===== src/rtl/spwm_pkg.sv =====
package spwm_pkg;

   // Phase offset of a port: ports are grouped, and each group moves by one step.
   function automatic int unsigned port_offset(input int unsigned idx,
                                               input int unsigned step,
                                               input int unsigned group,
                                               input int unsigned period);
      return (step * (idx / group)) % period;
   endfunction

endpackage


===== src/rtl/spwm_counter.sv =====
module spwm_counter #(
   parameter int CNT_W = 5
) (
   input  logic             clk,
   input  logic             rst_n,
   input  logic             tick_en,
   input  logic             clr_req,
   output logic [CNT_W-1:0] cnt_q,
   output logic [CNT_W-1:0] cnt_next,
   output logic             adv
);

   always_comb begin
      if (clr_req)      cnt_next = '0;
      else if (tick_en) cnt_next = cnt_q + 1'b1;
      else              cnt_next = cnt_q;
   end

   assign adv = clr_req | tick_en;

   always_ff @(posedge clk) begin
      if (!rst_n) cnt_q <= '0;
      else        cnt_q <= cnt_next;
   end

   a_r1_step: assert property (@(posedge clk) disable iff (!rst_n)
      (tick_en && !clr_req) |=> (cnt_q == $past(cnt_q) + 1'b1));
   a_r1_hold: assert property (@(posedge clk) disable iff (!rst_n)
      (!tick_en && !clr_req) |=> $stable(cnt_q));
   a_r7_clear: assert property (@(posedge clk) disable iff (!rst_n)
      clr_req |=> (cnt_q == '0));

endmodule


===== src/rtl/spwm_channel.sv =====
module spwm_channel #(
   parameter int          CNT_W     = 5,
   parameter int          SET_W     = 8,
   parameter int unsigned OFFSET    = 0,
   parameter logic [3:0]  HIGH_CODE = 4'b0111
) (
   input  logic             clk,
   input  logic             rst_n,
   input  logic             wr_hit,
   input  logic [SET_W-1:0] wr_data,
   input  logic             adv,
   input  logic [CNT_W-1:0] cnt_q,
   input  logic [CNT_W-1:0] cnt_next,
   output logic             level
);

   localparam logic [CNT_W-1:0] OFF_C = OFFSET[CNT_W-1:0];

   logic [SET_W-1:0] shadow_q;
   logic [SET_W-1:0] active_q;
   logic [CNT_W-1:0] phase;
   logic [CNT_W-1:0] duty;
   logic             force_hi;
   logic             load;

   assign load = adv && (cnt_next == OFF_C);

   always_ff @(posedge clk) begin
      if (!rst_n) begin
         shadow_q <= '0;
         active_q <= '0;
      end else begin
         if (wr_hit) shadow_q <= wr_data;
         if (load)   active_q <= shadow_q;
      end
   end

   generate
      if (OFFSET == 0) begin : g_zero_phase
         assign phase = cnt_q;
      end else begin : g_shift_phase
         assign phase = cnt_q - OFF_C;
      end
   endgenerate

   assign duty     = active_q[CNT_W-1:0];
   assign force_hi = (active_q[SET_W-1 -: 4] == HIGH_CODE);
   assign level    = force_hi | (phase < duty);

   a_r6_hold: assert property (@(posedge clk) disable iff (!rst_n)
      !load |=> $stable(active_q));
   a_r9_shadow_kept: assert property (@(posedge clk) disable iff (!rst_n)
      !wr_hit |=> $stable(shadow_q));
   a_r3_static_low: assert property (@(posedge clk) disable iff (!rst_n)
      (active_q == '0) |-> !level);
   a_r4_static_high: assert property (@(posedge clk) disable iff (!rst_n)
      (active_q[SET_W-1 -: 4] == HIGH_CODE) |-> level);
   a_r2_rise_at_offset: assert property (@(posedge clk) disable iff (!rst_n)
      (cnt_q == OFF_C && duty != '0) |-> level);

endmodule


===== src/rtl/staggered_pwm_bank.sv =====
module staggered_pwm_bank #(
   parameter int NUM_PORTS  = 9,
   parameter int CNT_W      = 5,
   parameter int SET_W      = 8,
   parameter int IDX_W      = 4,
   parameter int PHASE_STEP = 4,
   parameter int GROUP      = 2
) (
   input  logic                 clk,
   input  logic                 rst_n,
   input  logic                 tick_en,
   input  logic                 clr_en,
   input  logic                 cnt_clr,
   input  logic                 wr_en,
   input  logic [IDX_W-1:0]     wr_port,
   input  logic [SET_W-1:0]     wr_data,
   output logic [NUM_PORTS-1:0] pwm_out
);

   localparam int PERIOD = 1 << CNT_W;

   generate
      if (NUM_PORTS < 1 || NUM_PORTS > (1 << IDX_W)) begin : g_bad_ports
         $error("port count does not fit the index width");
      end
      if (SET_W < CNT_W || SET_W < 4) begin : g_bad_set
         $error("setting too narrow for duty and force code");
      end
      if (GROUP < 1 || PHASE_STEP < 1 || PHASE_STEP >= PERIOD) begin : g_bad_phase
         $error("phase grouping parameters out of range");
      end
   endgenerate

   logic [CNT_W-1:0]     cnt_q;
   logic [CNT_W-1:0]     cnt_next;
   logic                 adv;
   logic                 clr_req;
   logic [NUM_PORTS-1:0] wr_hit;

   assign clr_req = clr_en & cnt_clr;

   spwm_counter #(.CNT_W(CNT_W)) i_counter (
      .clk      (clk),
      .rst_n    (rst_n),
      .tick_en  (tick_en),
      .clr_req  (clr_req),
      .cnt_q    (cnt_q),
      .cnt_next (cnt_next),
      .adv      (adv)
   );

   genvar gi;
   generate
      for (gi = 0; gi < NUM_PORTS; gi++) begin : g_port
         assign wr_hit[gi] = wr_en && (wr_port == gi[IDX_W-1:0]);

         spwm_channel #(
            .CNT_W  (CNT_W),
            .SET_W  (SET_W),
            .OFFSET (spwm_pkg::port_offset(gi, PHASE_STEP, GROUP, PERIOD))
         ) i_chan (
            .clk      (clk),
            .rst_n    (rst_n),
            .wr_hit   (wr_hit[gi]),
            .wr_data  (wr_data),
            .adv      (adv),
            .cnt_q    (cnt_q),
            .cnt_next (cnt_next),
            .level    (pwm_out[gi])
         );
      end
   endgenerate

   a_r9_single_target: assert property (@(posedge clk) disable iff (!rst_n)
      $onehot0(wr_hit));
   a_r9_out_of_range: assert property (@(posedge clk) disable iff (!rst_n)
      (wr_en && wr_port >= NUM_PORTS) |-> (wr_hit == '0));
   a_r8_reset_low: assert property (@(posedge clk)
      !rst_n |=> (pwm_out == '0));

endmodule


===== config.mk =====
export PLATFORM = sky130hd
export DESIGN_NAME = staggered_pwm_bank
export DESIGN_NICKNAME = d
export VERILOG_FILES = /design/src/rtl/spwm_pkg.sv /design/src/rtl/spwm_counter.sv /design/src/rtl/spwm_channel.sv /design/src/rtl/staggered_pwm_bank.sv
export SDC_FILE = /design/constraint.sdc
export NUM_CORES = 1
export LEC_CHECK = 0
export BUFFER_PORTS_ARGS = -buffer_cell sky130_fd_sc_hd__clkbuf_2
export CORE_ASPECT_RATIO = 1.1
export CORE_UTILIZATION = 50
export CTS_CLUSTER_SIZE = 30
export DETAILED_ROUTE_END_ITERATION = 7
export PLACE_DENSITY = 0.65
export SLEW_MARGIN = 20
export SYNTH_ARGS = -nofsm -noshare
export SYNTH_HDL_FRONTEND = slang
export SYNTH_SLANG_ARGS = --single-unit

===== constraint.sdc =====
create_clock -name clk -period 5.9 [get_ports clk]
set_clock_uncertainty 0.05 [all_clocks]
set_input_delay 1.77 -clock clk [delete_from_list [all_inputs] [get_ports clk]]
set_output_delay 1.77 -clock clk [all_outputs]
set_load 0.005 [all_outputs]

==> metrics.md <==
| Metric | Value |
|---|---|
| Status | `finished, final reports clean` |
| CTS Buffer Depth | `2` |
| Antenna violations before repair | `0` |
| Syn_nets | `820` |
| WL/cell | `15.59 µm` |
| Top delay family on crit path | `flip-flops` |
| Cell Chain, Critical Path | `inv_1 -> ha_1 -> xor2_1 -> ha_1 -> o32ai_1 -> a21o_1 -> clkbuf_2` |
| Startpoint types | `flip-flop` |
| ANT nets after route | `0` |
| Maximum Capacitance Violations | `0` |
| Yosys top cell area share | `44.27%` |
| Mean Syn Cell Area | `8.831 µm²` |
| Hold Buf Count CTS | `0` |
| Slew HR | `31.42%` |
| Antenna cells | `0` |
| Layout cell share with drive strength beyond 1 | `9.593%` |
| Met2 usage | `35.65%` |
| Critical path depth | `7` |
| H-tree depth | `4` |
| Post-synthesis cell type count | `42` |
| Critical Path Sink Type | `output pin` |
| Sequential area share after synthesis | `44.27%` |
| # Post-CTS Setup Buffers | `0` |
| Hold Vio Cnt, Final | `0` |
| Max-slew violation total from the final report | `0` |
| Worst-path clk slew | `60 ps` |
| Setup WS post-layout | `1496 ps` |
| RR Endpoint | `g_port[3].i_chan.active_q[5]` |
| Post-synth EDFFs | `0` |
| First-pass GRT wire length | `22900 µm` |
| TritonCTS clock tree | `yes` |
| Yosys reg bits | `149` |
| Mapped Cells | `763` |
| Met1 GRT Util | `27.49%` |
| DIE AREA | `13940 µm²` |
| Die span in x | `112.7 µm` |
| Tcrit/Tclk final | `74.64%` |
| Port Buf Inserts | `26` |
| Post-Route WL | `14370 µm` |
| Gr ovfl total | `0` |
| Synth top cells by count | `149 x dfxtp_1, 88 x nor2_1, 74 x nand3_1, 73 x mux2i_1, 71 x nand2_1` |
| Top FF cell, synth | `dfxtp_1` |
| Critical path class | `reg2out` |
| DRT iter0 DRCs | `249` |
| GRT Util Overall | `21.76%` |
| Core area | `13160 µm²` |
| Setup Viol. Count Final | `0` |
| Ranking of synthesized cells by area | `dfxtp_1 44%, mux2i_1 11%, ha_1 7.2%` |
| CP Max Fanout | `14` |
| Initial Utilization | `51.21%` |
| CP required | `4080 ps` |
| Met3 GRT Util | `5.499%` |
| NumNets Final | `806` |
| Skew-Pair Late Insertion Delay | `420 ps` |
| Leakage | `2.987 nW` |
| Drt via density | `5.368` |
| R2R Path Start | `i_counter.cnt_q[1]` |
| FF-to-FF setup slack | `3060 ps` |
| Most common cell in the netlist | `dfxtp_1` |
| Crit path DAT | `2580 ps` |
| Post-DP HPWL | `8914 µm` |
| Root Buffer | `clkbuf_16` |
| DP Worst Slack | `1818 ps` |
| Post-synth ARST share | `0%` |
| Yosys top cell by area | `dfxtp_1` |
| Area Overhead vs Synth | `10.75%` |
| # rows | `44` |
| Power per cell area | `308.9 nW/µm²` |
| RePlAce Congestion | `0.8451` |
| Boundary Pins | `27` |
| Remaining DRCs | `0` |
| 1st-pass router iterations | `4` |
| RSZ-0062 raised after global routing | `false` |
| Pin count of the biggest net entering global routing | `73` |
| Worst Setup EP | `pwm_out[3]` |
| CP max-delay cell | `dfxtp_1` |
| Global route hottest layer | `met2` |
| Routed via count | `4949` |
| Resized cells post-CTS | `0` |
| Setup TNS | `0 ps` |
| TritonCTS Buffers | `17` |
| Least-Margin Pin Slew | `1027 ps` |
| Worst VDD drop | `0.2031 mV` |
| Setup crit start | `i_counter.cnt_q[2]` |
| R2R cell count | `7` |
| Post-Synthesis Cell Area | `6738 µm²` |
| F_max | `227.1 MHz` |
| Fin crit period | `4404 ps` |
| Clk sinks | `149` |
| Vias in the first global route | `4529` |
| Buf+Inv Stages, Crit Path | `2` |
| Most frequent CP cell | `ha_1` |
| Path category of the worst min-delay check | `reg2reg` |
| Hold Crit Depth | `2` |
| Die height | `123.8 µm` |
| Synth warnings | `0` |
| Critical path's largest stage delay | `710 ps` |
## power by group
group	internal, mW	switching [mW]	leakage, nW
Sequential	1.01	0.00822	1.20
Clock	0.791	0.401	0.322
Combinational	0.0267	0.0650	1.46
## flip-flops by register name (all words and copies together) (netlist names)
signal                  cells
i_counter.cnt_q             5
g_port.i_chan.shadow_q     72
g_port.i_chan.active_q     72
## placed cells by master, fill, tap and decap left out, types with 4 or more instances in the layout
cell	n
a21o_1	9
a21oi_1	10
buf_4	6
bufinv_16	5
clkbuf_16	17
clkbuf_2	25
clkbuf_8	4
dfxtp_1	149
ha_1	39
inv_1	40
mux2i_1	73
nand2_1	71
nand2b_1	9
nand3_1	73
nand3b_1	4
nor2_1	88
nor2b_1	9
o21ai_0	46
o21ai_1	25
o31ai_1	12
o32ai_1	7
xnor2_1	6
## cells by family (layout without fill, tap and decap cells)
group / count (synthesis) / after routing / synth area share (%)
and+or+nand+nor: 273 / 273 / 19.26
muxes: 74 / 74 / 11.18
DFF: 149 / 149 / 44.27
AOI/OAI and AO/OA: 114 / 114 / 9.972
buffers and inverters: 106 / 104 / 7.038
adders and majority gates: 39 / 39 / 7.242
xor gates and xnor gates: 8 / 8 / 1.040
## through the flow
| stage | instance area, µm² | cells | util, % | hold WS (ps) | power (mW) |
|---|---|---|---|---|---|
| CTS | 7446 | 921 | 56.59 | 399.2 | 2.326 |
| global route | 7462 | 922 | 56.71 | 417.3 | 2.379 |
| finish | 7462 | 922 | 56.71 | 397.7 | 2.305 |
| floorplan | 6738 | 763 | - | 377.7 | 1.108 |
| detailed placement | 6789 | 890 | 51.60 | 391.4 | 1.136 |
| global placement | 6789 | 890 | 51.60 | 381.9 | 1.134 |
## worst register-to-register path, cell delays in order, from the launching register on
cell	delay, ps
dfxtp_1	790
ha_1	360
and3_1	270
mux2i_4	360
nand3b_1	400
buf_6	320
nand3_1	90
o21ai_0	90
## metal layers
layer	share of wire (%)	wire, µm
met5	0	0
met4	2.0	291
met3	3.8	553
met2	47	6689
met1	48	6837
## layout make-up
| type | instances | area (µm²) |
|---|---|---|
| Sequential cell | 149 | 2983 |
| Fill cell | 1163 | 5695 |
| Clock inverter | 9 | 172.7 |
| Multi-Input combinational cell | 508 | 3286 |
| Timing Repair Buffer | 32 | 181.4 |
| Tap cell | 161 | 201.4 |
| Inverter | 41 | 153.9 |
| Clock buffer | 22 | 484.2 |
## worst min-delay path by stage
stage,start,to,slack [ps]
4_1_cts,g_port[5].i_chan.shadow_q[1],g_port[5].i_chan.active_q[1],400
3_3_place_gp,g_port[5].i_chan.shadow_q[2],g_port[5].i_chan.active_q[2],380
5_1_grt,g_port[5].i_chan.shadow_q[2],g_port[5].i_chan.active_q[2],420
6_report,g_port[1].i_chan.shadow_q[7],g_port[1].i_chan.active_q[7],400
2_1_floorplan,g_port[3].i_chan.shadow_q[0],g_port[3].i_chan.active_q[0],380
3_5_place_dp,g_port[5].i_chan.shadow_q[1],g_port[5].i_chan.active_q[1],390
(Power assumes the default switching activity.)
